$ cat config.mk
export PLATFORM = sky130hd
export DESIGN_NAME = pic_prio_ctrl
export DESIGN_NICKNAME = d
export VERILOG_FILES = /design/src/rtl/pic_pkg.sv /design/src/rtl/pic_cfg_regs.sv /design/src/rtl/pic_pending.sv /design/src/rtl/pic_insvc.sv /design/src/rtl/pic_arbiter.sv /design/src/rtl/pic_prio_ctrl.sv
export SDC_FILE = /design/constraint.sdc
export NUM_CORES = 1
export LEC_CHECK = 0
export ABC_AREA = 1
export CAP_MARGIN = 10
export CORE_MARGIN = 5
export CORE_UTILIZATION = 45
export DETAILED_ROUTE_END_ITERATION = 8
export PLACE_DENSITY = 0.68
export SLEW_MARGIN = 5
export SYNTH_ARGS = -nofsm -noshare
export SYNTH_HDL_FRONTEND = slang
export SYNTH_SLANG_ARGS = --single-unit
$ cat constraint.sdc
create_clock -name clk -period 3.4 [get_ports clk]
set_input_delay 0.68 -clock clk [delete_from_list [all_inputs] [get_ports clk]]
set_output_delay 0.68 -clock clk [all_outputs]
set_load 0.05 [all_outputs]
$ cat src/rtl/pic_pkg.sv
// Package: shared sizes, identifiers and helpers of the priority interrupt
// controller. Assumes eight ordinary sources, so a source code fits the
// 3-bit level slots of the priority map.
package pic_pkg;
    localparam int SRC_N     = 8;
    localparam int CODE_W    = $clog2(SRC_N);
    localparam int MAP_W     = SRC_N * CODE_W;
    localparam int MAP_BYTES = MAP_W / 8;
    localparam int RANK_N    = SRC_N + 2;
    localparam int ID_W      = $clog2(RANK_N);
    localparam int ADDR_W    = 3;
    localparam int ADDR_MASK = 0;
    localparam int ADDR_MAP0 = 2;
    localparam int RANK_NMI  = SRC_N;
    localparam int RANK_TRAP = SRC_N + 1;

    // Highest set index of a rank vector (0 when empty).
    function automatic logic [ID_W-1:0] top_index(input logic [RANK_N-1:0] v);
        logic [ID_W-1:0] r;
        r = '0;
        for (int i = 0; i < RANK_N; i++) begin
            if (v[i]) r = ID_W'(i);
        end
        return r;
    endfunction

    // Identity mapping: level slot L holds source code L.
    function automatic logic [MAP_W-1:0] default_map();
        logic [MAP_W-1:0] m;
        m = '0;
        for (int l = 0; l < SRC_N; l++) begin
            m[l*CODE_W +: CODE_W] = CODE_W'(l);
        end
        return m;
    endfunction
endpackage

$ cat src/rtl/pic_cfg_regs.sv
// Configuration registers: the enable word and the byte-wide priority map.
// Also decodes the map into a one-hot source-to-level table and an encoded
// level per source. Assumes the map is a permutation whenever it is used.
module pic_cfg_regs
    import pic_pkg::*;
(
    input  logic                           clk,
    input  logic                           rst_n,
    input  logic                           cfg_we,
    input  logic [ADDR_W-1:0]              cfg_addr,
    input  logic [7:0]                     cfg_wdata,
    output logic [SRC_N-1:0]               mask_q,
    output logic [MAP_W-1:0]               map_q,
    output logic [SRC_N-1:0][SRC_N-1:0]    src_lvl_oh,
    output logic [SRC_N-1:0][CODE_W-1:0]   src_lvl
);
    localparam logic [MAP_W-1:0] MAP_RST = default_map();

    logic [7:0] map_byte [MAP_BYTES];

    // Enable word register, cleared by reset.
    always_ff @(posedge clk) begin
        if (!rst_n) begin
            mask_q <= '0;
        end else if (cfg_we && cfg_addr == ADDR_W'(ADDR_MASK)) begin
            mask_q <= cfg_wdata[SRC_N-1:0];
        end
    end

    genvar b, s, l;
    generate
        for (b = 0; b < MAP_BYTES; b++) begin : g_map_byte
            // One priority-map byte, reset to the identity mapping.
            always_ff @(posedge clk) begin
                if (!rst_n) begin
                    map_byte[b] <= MAP_RST[b*8 +: 8];
                end else if (cfg_we && cfg_addr == ADDR_W'(ADDR_MAP0 + b)) begin
                    map_byte[b] <= cfg_wdata;
                end
            end
            assign map_q[b*8 +: 8] = map_byte[b];
        end

        for (s = 0; s < SRC_N; s++) begin : g_src
            for (l = 0; l < SRC_N; l++) begin : g_lvl
                assign src_lvl_oh[s][l] = (map_q[l*CODE_W +: CODE_W] == CODE_W'(s));
            end
        end
    endgenerate

    // Encode each source's one-hot level row into a level number.
    always_comb begin
        for (int si = 0; si < SRC_N; si++) begin
            src_lvl[si] = '0;
            for (int li = 0; li < SRC_N; li++) begin
                if (src_lvl_oh[si][li]) src_lvl[si] = src_lvl[si] | CODE_W'(li);
            end
        end
    end
endmodule

$ cat src/rtl/pic_pending.sv
// Pending request latches for the ordinary sources, the non-maskable source
// and the trap. A request pulse sets its latch; acknowledge or an unblocked
// discard command clears it. A set in the same cycle wins over a clear.
module pic_pending
    import pic_pkg::*;
(
    input  logic                clk,
    input  logic                rst_n,
    input  logic [SRC_N-1:0]    src_req,
    input  logic                nmi_req,
    input  logic                trap_req,
    input  logic                ack_fire,
    input  logic [ID_W-1:0]     ack_id,
    input  logic                clr_valid,
    input  logic [CODE_W-1:0]   clr_code,
    input  logic                clr_block,
    output logic [SRC_N-1:0]    pend_q,
    output logic                nmi_pend_q,
    output logic                trap_pend_q
);
    logic [SRC_N-1:0] pend_n;
    logic             nmi_n;
    logic             trap_n;

    // Next pending state: apply clears first, then new requests.
    always_comb begin
        pend_n = pend_q;
        nmi_n  = nmi_pend_q;
        trap_n = trap_pend_q;
        if (ack_fire) begin
            if (ack_id < ID_W'(SRC_N)) pend_n[ack_id[CODE_W-1:0]] = 1'b0;
            if (ack_id == ID_W'(RANK_NMI)) nmi_n = 1'b0;
            if (ack_id == ID_W'(RANK_TRAP)) trap_n = 1'b0;
        end
        if (clr_valid && !clr_block) pend_n[clr_code] = 1'b0;
        pend_n = pend_n | src_req;
        nmi_n  = nmi_n | nmi_req;
        trap_n = trap_n | trap_req;
    end

    // Pending registers, empty after reset.
    always_ff @(posedge clk) begin
        if (!rst_n) begin
            pend_q      <= '0;
            nmi_pend_q  <= 1'b0;
            trap_pend_q <= 1'b0;
        end else begin
            pend_q      <= pend_n;
            nmi_pend_q  <= nmi_n;
            trap_pend_q <= trap_n;
        end
    end
endmodule

$ cat src/rtl/pic_insvc.sv
// In-service tracker. Nesting only ever stacks strictly rising ranks, so the
// stack of active services is kept as one bit per rank; its top is the
// highest set bit. A return pops the top, an acknowledge pushes a rank.
module pic_insvc
    import pic_pkg::*;
(
    input  logic                clk,
    input  logic                rst_n,
    input  logic                push,
    input  logic [ID_W-1:0]     push_rank,
    input  logic                pop,
    output logic [RANK_N-1:0]   insvc_q,
    output logic                insvc_any,
    output logic [ID_W-1:0]     insvc_top
);
    logic [RANK_N-1:0] insvc_n;

    assign insvc_any = |insvc_q;
    assign insvc_top = top_index(insvc_q);

    // Next in-service set: pop the top first, then push the new rank.
    always_comb begin
        insvc_n = insvc_q;
        if (pop && insvc_any) insvc_n[insvc_top] = 1'b0;
        if (push) insvc_n[push_rank] = 1'b1;
    end

    // In-service register, empty after reset.
    always_ff @(posedge clk) begin
        if (!rst_n) begin
            insvc_q <= '0;
        end else begin
            insvc_q <= insvc_n;
        end
    end
endmodule

$ cat src/rtl/pic_arbiter.sv
// Combinational arbiter: picks the highest-ranked eligible request and
// offers it only if it outranks the top in-service rank. Ordinary sources
// need their enable bit and the global enable; the non-maskable source and
// the trap need neither.
module pic_arbiter
    import pic_pkg::*;
(
    input  logic [SRC_N-1:0]    pend_q,
    input  logic [SRC_N-1:0]    mask_q,
    input  logic                glob_en,
    input  logic                nmi_pend_q,
    input  logic                trap_pend_q,
    input  logic [MAP_W-1:0]    map_q,
    input  logic                insvc_any,
    input  logic [ID_W-1:0]     insvc_top,
    output logic                irq,
    output logic [ID_W-1:0]     irq_id,
    output logic [ID_W-1:0]     irq_rank
);
    logic [SRC_N-1:0] elig;
    logic             cand_v;
    logic [ID_W-1:0]  cand_id;
    logic [ID_W-1:0]  cand_rank;

    assign elig = pend_q & mask_q & {SRC_N{glob_en}};

    // Scan levels upward so the highest eligible level wins, then fixed ranks.
    always_comb begin
        cand_v    = 1'b0;
        cand_id   = '0;
        cand_rank = '0;
        for (int l = 0; l < SRC_N; l++) begin
            if (elig[map_q[l*CODE_W +: CODE_W]]) begin
                cand_v    = 1'b1;
                cand_rank = ID_W'(l);
                cand_id   = ID_W'(map_q[l*CODE_W +: CODE_W]);
            end
        end
        if (nmi_pend_q) begin
            cand_v    = 1'b1;
            cand_rank = ID_W'(RANK_NMI);
            cand_id   = ID_W'(RANK_NMI);
        end
        if (trap_pend_q) begin
            cand_v    = 1'b1;
            cand_rank = ID_W'(RANK_TRAP);
            cand_id   = ID_W'(RANK_TRAP);
        end
    end

    // Offer the candidate only above the running service.
    always_comb begin
        irq      = cand_v && (!insvc_any || cand_rank > insvc_top);
        irq_id   = irq ? cand_id : '0;
        irq_rank = irq ? cand_rank : '0;
    end
endmodule

$ cat src/rtl/pic_prio_ctrl.sv
// Top of the programmable priority interrupt controller. Connects the
// configuration registers, pending latches, in-service tracker and arbiter.
// Assumes the processor acknowledges only while irq is high and returns in
// strict nesting order, and that the map is reprogrammed with glob_en low.
module pic_prio_ctrl
    import pic_pkg::*;
(
    input  logic              clk,
    input  logic              rst_n,
    input  logic              cfg_we,
    input  logic [2:0]        cfg_addr,
    input  logic [7:0]        cfg_wdata,
    input  logic [7:0]        src_req,
    input  logic              nmi_req,
    input  logic              trap_req,
    input  logic              glob_en,
    input  logic              ack,
    input  logic              rti,
    input  logic              clr_valid,
    input  logic [2:0]        clr_code,
    output logic              irq,
    output logic [3:0]        irq_id,
    output logic [3:0]        irq_rank
);
    logic [SRC_N-1:0]             mask_q;
    logic [MAP_W-1:0]             map_q;
    logic [SRC_N-1:0][SRC_N-1:0]  src_lvl_oh;
    logic [SRC_N-1:0][CODE_W-1:0] src_lvl;
    logic [SRC_N-1:0]             pend_q;
    logic                         nmi_pend_q;
    logic                         trap_pend_q;
    logic [RANK_N-1:0]            insvc_q;
    logic                         insvc_any;
    logic [ID_W-1:0]              insvc_top;
    logic                         ack_fire;
    logic                         clr_block;

    assign ack_fire  = ack && irq;
    assign clr_block = insvc_q[src_lvl[clr_code]];

    pic_cfg_regs u_cfg (
        .clk        (clk),
        .rst_n      (rst_n),
        .cfg_we     (cfg_we),
        .cfg_addr   (cfg_addr),
        .cfg_wdata  (cfg_wdata),
        .mask_q     (mask_q),
        .map_q      (map_q),
        .src_lvl_oh (src_lvl_oh),
        .src_lvl    (src_lvl)
    );

    pic_pending u_pend (
        .clk         (clk),
        .rst_n       (rst_n),
        .src_req     (src_req),
        .nmi_req     (nmi_req),
        .trap_req    (trap_req),
        .ack_fire    (ack_fire),
        .ack_id      (irq_id),
        .clr_valid   (clr_valid),
        .clr_code    (clr_code),
        .clr_block   (clr_block),
        .pend_q      (pend_q),
        .nmi_pend_q  (nmi_pend_q),
        .trap_pend_q (trap_pend_q)
    );

    pic_insvc u_isv (
        .clk       (clk),
        .rst_n     (rst_n),
        .push      (ack_fire),
        .push_rank (irq_rank),
        .pop       (rti),
        .insvc_q   (insvc_q),
        .insvc_any (insvc_any),
        .insvc_top (insvc_top)
    );

    pic_arbiter u_arb (
        .pend_q      (pend_q),
        .mask_q      (mask_q),
        .glob_en     (glob_en),
        .nmi_pend_q  (nmi_pend_q),
        .trap_pend_q (trap_pend_q),
        .map_q       (map_q),
        .insvc_any   (insvc_any),
        .insvc_top   (insvc_top),
        .irq         (irq),
        .irq_id      (irq_id),
        .irq_rank    (irq_rank)
    );
endmodule

; ---- Yosys cells after proc, flatten, opt, wreduce, memory -nomap -nowiden
; Memories as Yosys holds them, arrays and structs flattened.
; Index checks and enable logic that the tools add are counted.
[op_classes]
add_sub_neg = 0
multipliers = 0
div_mod_pow = 0
order_cmp = 19
eq_ne = 54
n_shift = 0
muxes = 146
bitwise = 15
n_reduce_logical = 24
[ops]
columns = cell, count
row1 = 2-to-1 mux 3 bit, 49
row2 = "equality test 3 bit, second input constant", 29
row3 = "equality test 3 x 2 -> 1 bit, second input constant", 16
row4 = 2-to-1 mux 8 bit, 6
row5 = 2-to-1 mux 1 bit, 47
row6 = "less-than comparator 3 x 4 -> 1 bit, second input constant", 10
row7 = 2-to-1 mux 2 bit, 20
row8 = bitwise AND 8 bit, 4
row9 = 2-to-1 mux 4 bit, 8
row10 = binary-select mux 1 bit (select 3 bit), 9
row11 = zero test 3 bit, 8
row12 = "equality test 3 x 1 -> 1 bit, second input constant", 7
row13 = 2-to-1 mux 10 bit, 2
row14 = NOT 8 bit, 2
row15 = logical AND 1 bit, 12
row16 = bitwise AND 10 bit, 1
row17 = "less-than comparator 4 x 5 -> 1 bit, second input constant", 2
row18 = NOT 10 bit, 1
row19 = bitwise OR 10 bit, 1
row20 = OR reduction 10 bit, 1
row21 = binary-select mux 3 bit (select 3 bit), 1
row22 = demux 1 bit (select 4 bit), 2
row23 = "equality test 4 bit, second input constant", 2
row24 = "greater-or-equal comparator 4 x 1 -> 1 bit, second input constant", 2
row25 = 9 further kinds, 16
[word_totals]
regBits = 28
latchBits = 0
ram_bits = 24
mem_bits_ro = 0
input_bits = 31
output_inout_bits = 9
elab_cells = 264
mem_count = 1
[memory_table]
columns = memory, depth, width, rd, rd_clocked_by_memory_dff, write_ports, line
row1 = u_cfg.map_byte, 3, 8, 3, 0, 3, pic_cfg_regs.sv:19  ; logic [7:0] map_byte [MAP_BYTES];

; ---- Logic depth before layout (Yosys ltp)
; Gate-level depths: netlist (run 1).
[depth]
ltp_word = 28
mapped_depth = 28
mapped_depth_nobuf = 28

; ---- Cells and area by module
; A second synthesis (run 1) with hierarchy kept.
[unflattened]
hier_cells = 791
hier_area_um2 = 4800.9
[by_module_without_submodules]
columns = module, instances, cells_each, area_per_inst_um2, seq_area_each_um2
row1 = pic_cfg_regs, 1, 296, 2045.7, 880.8
row2 = pic_arbiter, 1, 244, 1261.2, 0.0
row3 = pic_insvc, 1, 96, 601.8, 200.2
row4 = pic_pending, 1, 76, 514.2, 200.2
row5 = pic_prio_ctrl, 1, 79, 377.9, 0.0

; ---- Worst setup path before layout (run 1)
; No wires, ideal clock.
[synth_path]
kind = input port to output port
startpoint = in glob_en
endpoint = out irq_rank[3]
t_arrival_ps = 3513
slack_ps = -793
path_stages = 17
cell_sequence = buf_6 -> nand3_4 -> inv_2 -> a22o_1 -> o21ai_2 -> nand2_2 -> nor2_2 -> nand2_2 -> nor2_1 -> nor2_1 -> ha_1 -> nand2_1 -> o21ai_0 -> a21oi_1 -> o21bai_4 -> nor2_1 -> buf_4
[synth_via]
elab_chain_cells = 16
word_cells_on_any_way = 40
cone_classes = order compare: 1 / mux: 36 / bitwise: 1 / reduce/logical: 2
[synth_rtl]
columns = item, line
row1 = from (decl), pic_prio_ctrl.sv:16  ; input logic glob_en,
row2 = bitwise AND 8 bit *, pic_arbiter.sv:25  ; assign elig = pend_q & mask_q & {SRC_N{glob_en}};
row3 = binary-select mux 1 bit (select 3 bit), pic_arbiter.sv:33  ; if (elig[map_q[l*CODE_W +: CODE_W]]) begin
row4 = 2-to-1 mux 1 bit (not written as such), pic_arbiter.sv:33
row5 = 2-to-1 mux 1 bit, pic_arbiter.sv:33
row6 = 2-to-1 mux 2 bit (2 in a row), pic_arbiter.sv:33
row7 = 2-to-1 mux 3 bit (4 in a row), pic_arbiter.sv:33
row8 = 2-to-1 mux 4 bit, pic_arbiter.sv:39  ; if (nmi_pend_q) begin
row9 = 2-to-1 mux 4 bit, pic_arbiter.sv:44  ; if (trap_pend_q) begin
row10 = greater-than comparator 4 bit, pic_arbiter.sv:53  ; irq = cand_v && (!insvc_any || cand_rank > insvc_top);
row11 = logical OR 1 bit, pic_arbiter.sv:53
row12 = logical AND 1 bit *, pic_arbiter.sv:53
row13 = 2-to-1 mux 4 bit *, pic_arbiter.sv:55  ; irq_rank = irq ? cand_rank : '0;
row14 = to (decl), pic_prio_ctrl.sv:23  ; output logic [3:0] irq_rank
; Mark *: on every way between the ends. The rest lies on a longest branch, timed or not. The select of a mux whose other input is x is not followed.

==> results.cfg, run 1 <==
[timing]
finalMaxSlewViolations = 0
hold_viol_final = 0
timing.hold.ws_ns = 0.514
relSlewSlack_pct = 71.9
tns_ns = -5.41
setup_viol = 12
rsz0062_at_grt = true
worst_slack_ns = -0.622
worstMarginPinSlew_ns = 0.420
min_period_over_period_pct = 118
timing.fmax_ghz = 0.249
min_period_ns = 4.02
fin_skew_ns = 0.00725

[floorplan]
die_w_um = 107
core_area_um2 = 9200
dieHeight_um = 107
fp.dieArea_um2 = 11400
num_rows = 35
io_pins = 40
initial_core_util_pct = 45.9

[yosys]
synth_edf_count = 24
yosys.area_share.adder_pct = 1.19
syn_area_um2 = 4220
synth_common_cells = nand2_1 (202), nor2_1 (97), inv_1 (81)
synth_top_family_by_area = simple AND/OR/NAND/NOR gates
avgSynthCellArea_um2 = 6.23
ys_seq_area_share_pct = 30.4
synth_top_area_share_pct = 18.0
synth.most_common_cell = nand2_1
synthArstFlopShare_pct = 0
synth.largest_area_cell = nand2_1
synthXorXnorAreaFrac_pct = 0
synth_compound_gate_area_share_pct = 17.7
synth_mux_area_share_pct = 0
synth_cells = 677
synthTopCellsByArea = nand2_1 (18%), edfxtp_1 (17%), dfxtp_1 (13%)
syn-num-nets = 712
synth_cell_types = 35
yosys_warnings = 0
synth_simple_gate_area_share_pct = 40.7
synth_top_flop_cell = dfxtp_1
synth-seq-cells = 52

[global_route]
grt_usage_pct = 26.8
grt_pass1_vias = 4797
antenna_found_initial = 0
grt_remaining_overflow = 0
grt_max_degree = 20
grt_pass1_wl_mm = 24.0

[drt]
drtIter0Drc = 500
dr.pass1.iters = 5
routedWlPerCell_um = 16.5
dr_total_vias = 5068
antenna_left = 0
viasPerCell = 5.39
drc = 0
wirelength_mm = 15.6

[power_and_ir_drop]
ir_drop_v = 0.000223
power.leakage_nw = 2.78
cellPowerDensity_nw_per_um2 = 344

[layout]
fill_cells = 870
fin_util_pct = 64.5
nets = 863
design_area_um2 = 5930
multi_input_area_um2 = 2700
diodes = 0
regArea_um2 = 1280
drive_gt1_share_pct = 28.1
syn_to_final_growth_pct = 40.6

[run_status]
outcome = finished, violations left
violations = negative setup slack

[clocking]
cts_inserted_buffers = 5
cts_tree = built
clk_latency_ns = 0.31
cts_root_buffer = clkbuf_8
clockBufferDepth = 2
htree_num_levels = 2
path_clk_slew_ns = 0.10
clkSinkCount = 52

[setup_path]
path_buf_inv = 5
required_ns = 2.72
worstPathArrival_ns = 3.34
critPathTopFamily = compound AO/OA/AOI/OAI gates
path_cells = nor2_2 > inv_2 > nor2_1 > nor2_1 > nand2_1 > nand2_2 > nand2_4 > nor2_2 > nor2_2 > nor2_1 > o21ai_1 > nand2_1 > a21oi_2 > ha_4 > inv_2 > a21oi_2 > o21ai_1 > a21oi_2 > o21bai_4 > buf_4 > buf_4 > nor2_2 > buf_12
slowest_delay_ns = 0.57
startpoint_type = flip-flop
endpoint_kind = primary output
crit_top_cell = nor2_2
critPathKind = reg2out
slowest_stage = edfxtp_1
path_max_fanout = 5

[place]
postPlaceCellArea_um2 = 5510
dp_hpwl_mm = 12.4
portBuffers = 39
pre_cts_ws_ns = -0.905
routabilityCongestion = 1.03

[job]
cap_violations = 0

[min_path]
hold_class = reg2reg
registers in the layout, indices dropped and copies added (netlist names):
| signal | flops |
|---|---|
| u_cfg.map_byte | 24 |
| u_cfg.mask_q | 8 |
| u_isv.insvc_q | 10 |
| u_pend.nmi_pend_q | 1 |
| u_pend.pend_q | 8 |
| u_pend.trap_pend_q | 1 |
per-layer routing:
layer,routed length (um),part of all wire (%),vias to the layer above,GRT usage (%)
li1,-,-,2507,-
met1,6870,44,2322,36.6
met2,7250,47,201,44.9
met3,1030,6.6,38,2.89
met4,407,2.6,0,7.67
met5,0,0,-,0
area by class of cell:
type	count	area share [%]
Tap cell	111	2.34
Clock inverter	2	0.274
Timing Repair Buffer	150	22.0
Multi-Input combinational cell	516	45.6
Sequential cell	52	21.6
Inverter	103	6.98
Clock buffer	6	1.22
cells by family after synthesis:
| kind of cell | count (synthesis) |
|---|---|
| fa+ha+maj | 4 |
| simple gates | 385 |
| compound gates | 127 |
| flops | 52 |
| buf+inv | 109 |
path summary, 6_finish.rpt:
check / from / to / slack, ns / cells past startpoint
setup / recovery: u_cfg.map_byte[0][6]$_SDFFCE_PN0P_ / irq_rank[2] / -0.62 / 23
hold / removal: u_isv.insvc_q[7]$_SDFF_PN0_ / u_isv.insvc_q[7]$_SDFF_PN0_ / 0.51 / 2
setup reg to reg: u_cfg.map_byte[0][6]$_SDFFCE_PN0P_ / u_pend.pend_q[0]$_SDFF_PN0_ / -0.05 / 26
hold reg to reg: u_isv.insvc_q[7]$_SDFF_PN0_ / u_isv.insvc_q[7]$_SDFF_PN0_ / 0.51 / 2
metrics by stage:
| stage | std cells | power, mW |
|---|---|---|
| detailed placement | 908 | 1.61 |
| floorplan | 677 | 1.23 |
| global placement | 908 | 1.60 |
| global route | 940 | 2.15 |
| finish | 940 | 2.04 |
| CTS | 933 | 1.98 |
worst reg2reg max path: stages, from the launching register on:
cell	delay, ns
edfxtp_1	0.57
nor2_2	0.20
inv_2	0.08
nor2_1	0.11
nor2_1	0.05
nand2_1	0.06
nand2_2	0.08
nand2_4	0.07
nor2_2	0.04
nor2_2	0.10
nor2_1	0.06
o21ai_1	0.12
nand2_1	0.08
a21oi_2	0.22
ha_4	0.16
inv_2	0.04
a21oi_2	0.15
o21ai_1	0.09
a21oi_2	0.14
o21bai_4	0.18
buf_4	0.18
nor2_4	0.05
buf_4	0.12
inv_1	0.05
nand3_1	0.09
o21ai_1	0.14
a21oi_1	0.09
layout by cell type (no fill, tap or decap), types with 2 or more instances in the layout:
cell type	count
o21ai_0	27
a22o_1	2
nand3_4	9
nor2_4	4
nand3_2	3
inv_2	22
nand2_4	8
clkinvlp_4	3
nand2_1	188
buf_6	2
o22ai_1	9
o21ai_2	6
o21bai_1	2
nand3b_1	3
ha_1	3
nor3_1	4
buf_12	8
nand2_2	18
nor2_2	13
dfxtp_1	28
inv_6	2
o21ai_1	12
nand4_1	3
nand3_1	45
clkbuf_8	5
clkdlybuf4s50_1	29
o21a_1	7
buf_4	111
a21oi_1	39
inv_1	75
nor2_1	85
a21oi_2	10
o211ai_1	8
edfxtp_1	24
timing repair:
action	4_1_cts	5_1_grt
pin swaps	27	26
hold buffers	0	0
buffers inserted	18	8
gates resized for setup	19	37
setup endpoints to repair	29	27
where the power goes:
part           leakage, nW  switching [mW]  internal, mW  total [mW]
Combinational         2.28           0.531         0.394       0.925
Sequential           0.465          0.0567         0.694       0.751
Clock               0.0414           0.216         0.147       0.363
Power figures use the tool's default switching activity.
==> run 2, diff against run 1 <==
--- a/config.mk
+++ b/config.mk
@@ -10,6 +10,7 @@
 export CORE_MARGIN = 5
 export CORE_UTILIZATION = 45
 export DETAILED_ROUTE_END_ITERATION = 8
+export GPL_ROUTABILITY_DRIVEN = 1
 export PLACE_DENSITY = 0.68
 export SLEW_MARGIN = 5
 export SYNTH_ARGS = -nofsm -noshare
==> results of run 2 <==
No change in the layout: final DEF, timing and power equal those of run 1.
